## src/rtl/dma_xlate_unit.sv

```systemverilog
module dma_xlate_unit #(
  parameter int PAGE_BITS = 12,
  parameter int IDX_W     = 6,
  parameter int PPN_W     = 20,
  parameter int SLOT_W    = 4
) (
  input  logic                          clk,
  input  logic                          rst_n,
  input  logic                          tw_valid,
  input  logic                          tw_priv,
  input  logic [IDX_W-1:0]              tw_idx,
  input  logic                          tw_vld,
  input  logic                          tw_rd,
  input  logic                          tw_wr,
  input  logic [SLOT_W-1:0]             tw_slot,
  input  logic [PPN_W-1:0]              tw_ppn,
  input  logic                          req_valid,
  output logic                          req_ready,
  input  logic [SLOT_W-1:0]             req_slot,
  input  logic                          req_write,
  input  logic [PAGE_BITS+IDX_W-1:0]    req_addr,
  output logic                          rsp_valid,
  input  logic                          rsp_ready,
  output logic                          rsp_err,
  output logic [PPN_W+PAGE_BITS-1:0]    rsp_addr
);
  localparam int DEPTH = 1 << IDX_W;

  logic [DEPTH-1:0]  ent_vld, ent_rd, ent_wr;
  logic [SLOT_W-1:0] ent_slot [DEPTH];
  logic [PPN_W-1:0]  ent_ppn  [DEPTH];

  wire tw_go  = tw_valid && tw_priv;
  wire req_go = req_valid && req_ready;
  wire [IDX_W-1:0] idx = req_addr[PAGE_BITS +: IDX_W];
  wire perm_ok = req_write ? ent_wr[idx] : ent_rd[idx];
  wire hit = ent_vld[idx] && (ent_slot[idx] == req_slot) && perm_ok;

  assign req_ready = !rsp_valid || rsp_ready;

  always_ff @(posedge clk) begin
    if (!rst_n) begin
      ent_vld <= '0;
      ent_rd  <= '0;
      ent_wr  <= '0;
    end else if (tw_go) begin
      ent_vld[tw_idx] <= tw_vld;
      ent_rd[tw_idx]  <= tw_rd;
      ent_wr[tw_idx]  <= tw_wr;
    end
  end

  always_ff @(posedge clk) begin
    if (tw_go) begin
      ent_slot[tw_idx] <= tw_slot;
      ent_ppn[tw_idx]  <= tw_ppn;
    end
  end

  always_ff @(posedge clk) begin
    if (!rst_n) begin
      rsp_valid <= 1'b0;
      rsp_err   <= 1'b0;
      rsp_addr  <= '0;
    end else if (req_go) begin
      rsp_valid <= 1'b1;
      rsp_err   <= !hit;
      rsp_addr  <= hit ? {ent_ppn[idx], req_addr[PAGE_BITS-1:0]} : '0;
    end else if (rsp_ready) begin
      rsp_valid <= 1'b0;
    end
  end

  assert_latency_R8: assert property (@(posedge clk) disable iff (!rst_n)
    req_valid && req_ready |=> rsp_valid);

  assert_hold_R9: assert property (@(posedge clk) disable iff (!rst_n)
    rsp_valid && !rsp_ready |=> rsp_valid && $stable(rsp_addr) && $stable(rsp_err));

  assert_stall_R9: assert property (@(posedge clk) disable iff (!rst_n)
    rsp_valid && !rsp_ready |-> !req_ready);

  assert_err_noaddr_R3: assert property (@(posedge clk) disable iff (!rst_n)
    rsp_valid && rsp_err |-> rsp_addr == '0);

  assert_unpriv_ignored_R6: assert property (@(posedge clk) disable iff (!rst_n)
    tw_valid && !tw_priv |=> $stable(ent_vld) && $stable(ent_rd) && $stable(ent_wr));
endmodule

```

## config.mk

```make
export PLATFORM = sky130hd
export DESIGN_NAME = dma_xlate_unit
export DESIGN_NICKNAME = d
export VERILOG_FILES = /design/src/rtl/dma_xlate_unit.sv
export SDC_FILE = /design/constraint.sdc
export NUM_CORES = 2
export LEC_CHECK = 0
export BUFFER_PORTS_ARGS = -buffer_cell sky130_fd_sc_hd__buf_2
export CAP_MARGIN = 0
export CORE_MARGIN = 4
export CORE_UTILIZATION = 63
export CTS_CLUSTER_DIAMETER = 50
export DETAILED_ROUTE_END_ITERATION = 6
export PLACE_DENSITY = 0.85
export SETUP_SLACK_MARGIN = 0.5
export SYNTH_ARGS = -nofsm -noshare
export SYNTH_HDL_FRONTEND = slang
export SYNTH_SLANG_ARGS = --single-unit
export TNS_END_PERCENT = 100
```

## constraint.sdc

```tcl
create_clock -name clk -period 4.6 [get_ports clk]
set_input_delay 0.92 -clock clk [delete_from_list [all_inputs] [get_ports clk]]
set_output_delay 0.92 -clock clk [all_outputs]
set_load 0.005 [all_outputs]
```

==> results by group <==
Cells and area
  – Layout area overhead: 12.72%
  – Share of cells above drive strength 1: 0.2333
  – Finished Cell Area: about 77000 sq um
  – Final core occ: 0.7199
  – Final std cells w/o fill: ~5500
  – Final net count: approximately 4000

Synth
  – Syn_nets: 3873
  – Post-synth ARST share: 0
  – Syn avg cell area: 18.04 sq um
  – Ys Warns: 0
  – Seq/Total Area, Yosys: 0.7367
  – Synthesized cell area: 68750 sq um
  – Synth top area share: 0.6709
  – Area contributors post-synth: edfxtp_1, mux4_2, dfxtp_1
  – Main synth FF type: edfxtp_1
  – Synth Register Bits: 1762
  – EDFF count, synth: about 1500
  – Post-synth top area cell: edfxtp_1
  – Synth Instances: ~3800
  – Netlist cell types: 55

Worst setup path
  – Worst EP required: roughly 5.3 ns
  – Worst setup path category: in -> reg
  – Startpoint Class: input port
  – WP data arrival: between 4 and 5 ns
  – CP max FO: 32
  – Critical path capture point type: flip-flop

Pwr
  – Worst-case vdd ir drop: about 0.35 mV
  – PD cells: about 430 nW/um^2
  – Pleak: between 20 and 25 nW
  – Pwr Total: about 34 mW

Floorplanning
  – Die Area: 114500 sq um
  – Rows: 120
  – # IOs: 97
  – Core ar.: 107700 sq um
  – Starting Density: 0.6386
  – Die span in x: between 300 and 400 um
  – Die height: 338.3 um

Global route
  – Number of global-route vias before repair: 41570
  – First-pass GRT wire length: roughly 300000 um
  – Total GRT Usage: 0.3675
  – Initial antenna violation count: 6
  – Largest net degree at the start of global routing: just under 90
  – Grt ovf: 0

STA
  – Hold Fails Final Rpt: 0
  – Final Critical Period: about 3.8 ns
  – FMAX: approximately 0.27 GHz
  – Tightest Pin Transition: between 1 and 1.5 ns
  – Worst setup margin: approximately 0.84 ns
  – RSZ-0062 raised after global routing: no
  – Final Max Tran Viols: 0
  – Hold slack: approximately 0.46 ns
  – Clock skew: about 0.05 ns
  – Final setup vio count: 0
  – Setup TNS: 0 ns
  – Slew headroom: 0.03971
  – Part of the cycle the worst path needs: 0.8164

Place
  – Post-Place Worst Slack: approximately 0.54 ns
  – DP HPWL: 108300 um
  – Gpl congestion: 0.9342
  – Placed Area: ~72000 sq um
  – IO buf count: 96
  – Cells after DPL: approximately 5200

Route
  – Initial DRT Pass Iterations: 7
  – Wirelength, routed: between 200000 and 250000 um
  – DR DRC count: 3
  – Antenna-violating nets left: 0
  – Vias: ~42000
  – WL/cell: approximately 38 um
  – Vias/cell: between 7 and 8
  – Initial drt markers: around 8300

Status
  – Outcome: finished, violations left
  – Failing checks: design-rule violations

Clock network
  – Cts hold-fix bufs: 0
  – CTS max path bufs: 3
  – Worst-Skew Late Latency: about 0.81 ns
  – Cts bufs inserted: 172
  – Clock-pin slew on the worst setup and hold paths: around 0.06 ns
  – CTS tree: built
  – Root buffer selected by CTS: clkbuf_16
  – Clk sinks: roughly 1800
  – # H-tree levels: 4
  – Number of gates resized after CTS: 0
  – Post-CTS Setup Bufs: 0

Flow run
  – Max Cap Viol: 0

Min path
  – Min-delay worst type: reg -> reg
[placed cells by master, fill, tap and decap left out, types with 9 or more instances in the layout]
cell,n
o21ai_0,146
clkbuf_16,178
mux2i_1,115
clkbuf_1,35
nor2_4,49
bufinv_16,12
nand4_1,12
clkinv_2,23
nand2_1,314
o41ai_1,20
a21oi_1,95
dfxtp_1,226
a22oi_1,215
nand3_1,49
mux4_2,375
nor2_1,46
buf_2,92
nor2b_1,17
clkinv_1,22
inv_1,18
o21ai_1,30
edfxtp_1,1536
clkbuf_8,16
buf_12,24
or2_2,9
buf_4,139
a21boi_0,196
[synthesized netlist by cell type (30+ instances only)]
master       n
a21boi_0   196
a21oi_1     95
a22oi_1    215
buf_2       95
clkbuf_1   127
dfxtp_1    226
edfxtp_1  1536
mux2i_1    115
mux4_2     375
nand2_1    315
nand3_1     51
nor2_1      95
o21ai_0    146
o21ai_1     30
[sequential cells by signal (all words and copies together), names as in the netlist]
register and count:
ent_ppn 1280, ent_rd 64, ent_slot 256, ent_vld 64
ent_wr 64, rsp_addr 32, rsp_err 1, rsp_valid 1
[kinds of logic after synthesis]
| family | Yosys count | synth area share |
|---|---|---|
| compound gates | 735 | 0.07110 |
| buf+inv | 280 | 0.01800 |
| simple gates | 536 | 0.03312 |
| xor+xnor | 4 | 0.0006189 |
| mux | 494 | 0.1405 |
| flops | 1762 | 0.7367 |
[area by class of cell]
| cell class | count | area [sq um] |
|---|---|---|
| antenna | 6 | 15.01 |
| inverter | 18 | 67.56 |
| timing repair buffer | 257 | 2014 |
| tap | 1403 | 1755 |
| clock buffer | 229 | 4806 |
| clock inverter | 84 | 882.1 |
| fill | 5699 | 30150 |
| sequential | 1762 | 50650 |
| multi-input combinational | 1769 | 17310 |
[final timing paths]
path	to	slack (ns)	cells past startpoint	startpoint
worst max-delay path	rsp_addr[31]	0.84	10	req_addr[14]
worst min-delay path	rsp_addr[11]	0.46	2	rsp_addr[11]
worst max register to register	rsp_addr[31]	1.22	8	ent_slot[5][1]
worst min register to register	rsp_addr[11]	0.46	2	rsp_addr[11]
[report_power, final]
group / leakage [nW] / switching [mW] / internal, mW / total [mW]
logic: 6.12 / 1.14 / 0.552 / 1.69
registers: 15.6 / 0.0228 / 17.4 / 17.4
clock network: 2.78 / 6.30 / 8.08 / 14.4
total: 24.5 / 7.46 / 26.1 / 33.5
[routing by layer]
metal / GRT usage / up-vias / wire length [um]
met5: 0 / - / 15
met2: 0.5598 / 4359 / 96840
met4: 0.2294 / 2 / 17130
met1: 0.4755 / 20530 / 63980
li1: - / 15660 / -
met3: 0.1027 / 996 / 31930
[worst max-delay path: stages]
cell and delay, ns:
buf_4 0.46, buf_4 0.41, mux4_2 0.56, a22oi_1 0.32
a21oi_1 0.14, a211oi_2 0.34, xor2_4 0.18, buf_4 0.48
nand3_1 0.22, o21ai_0 0.33
No activity file was read; power rests on OpenSTA's default activity.
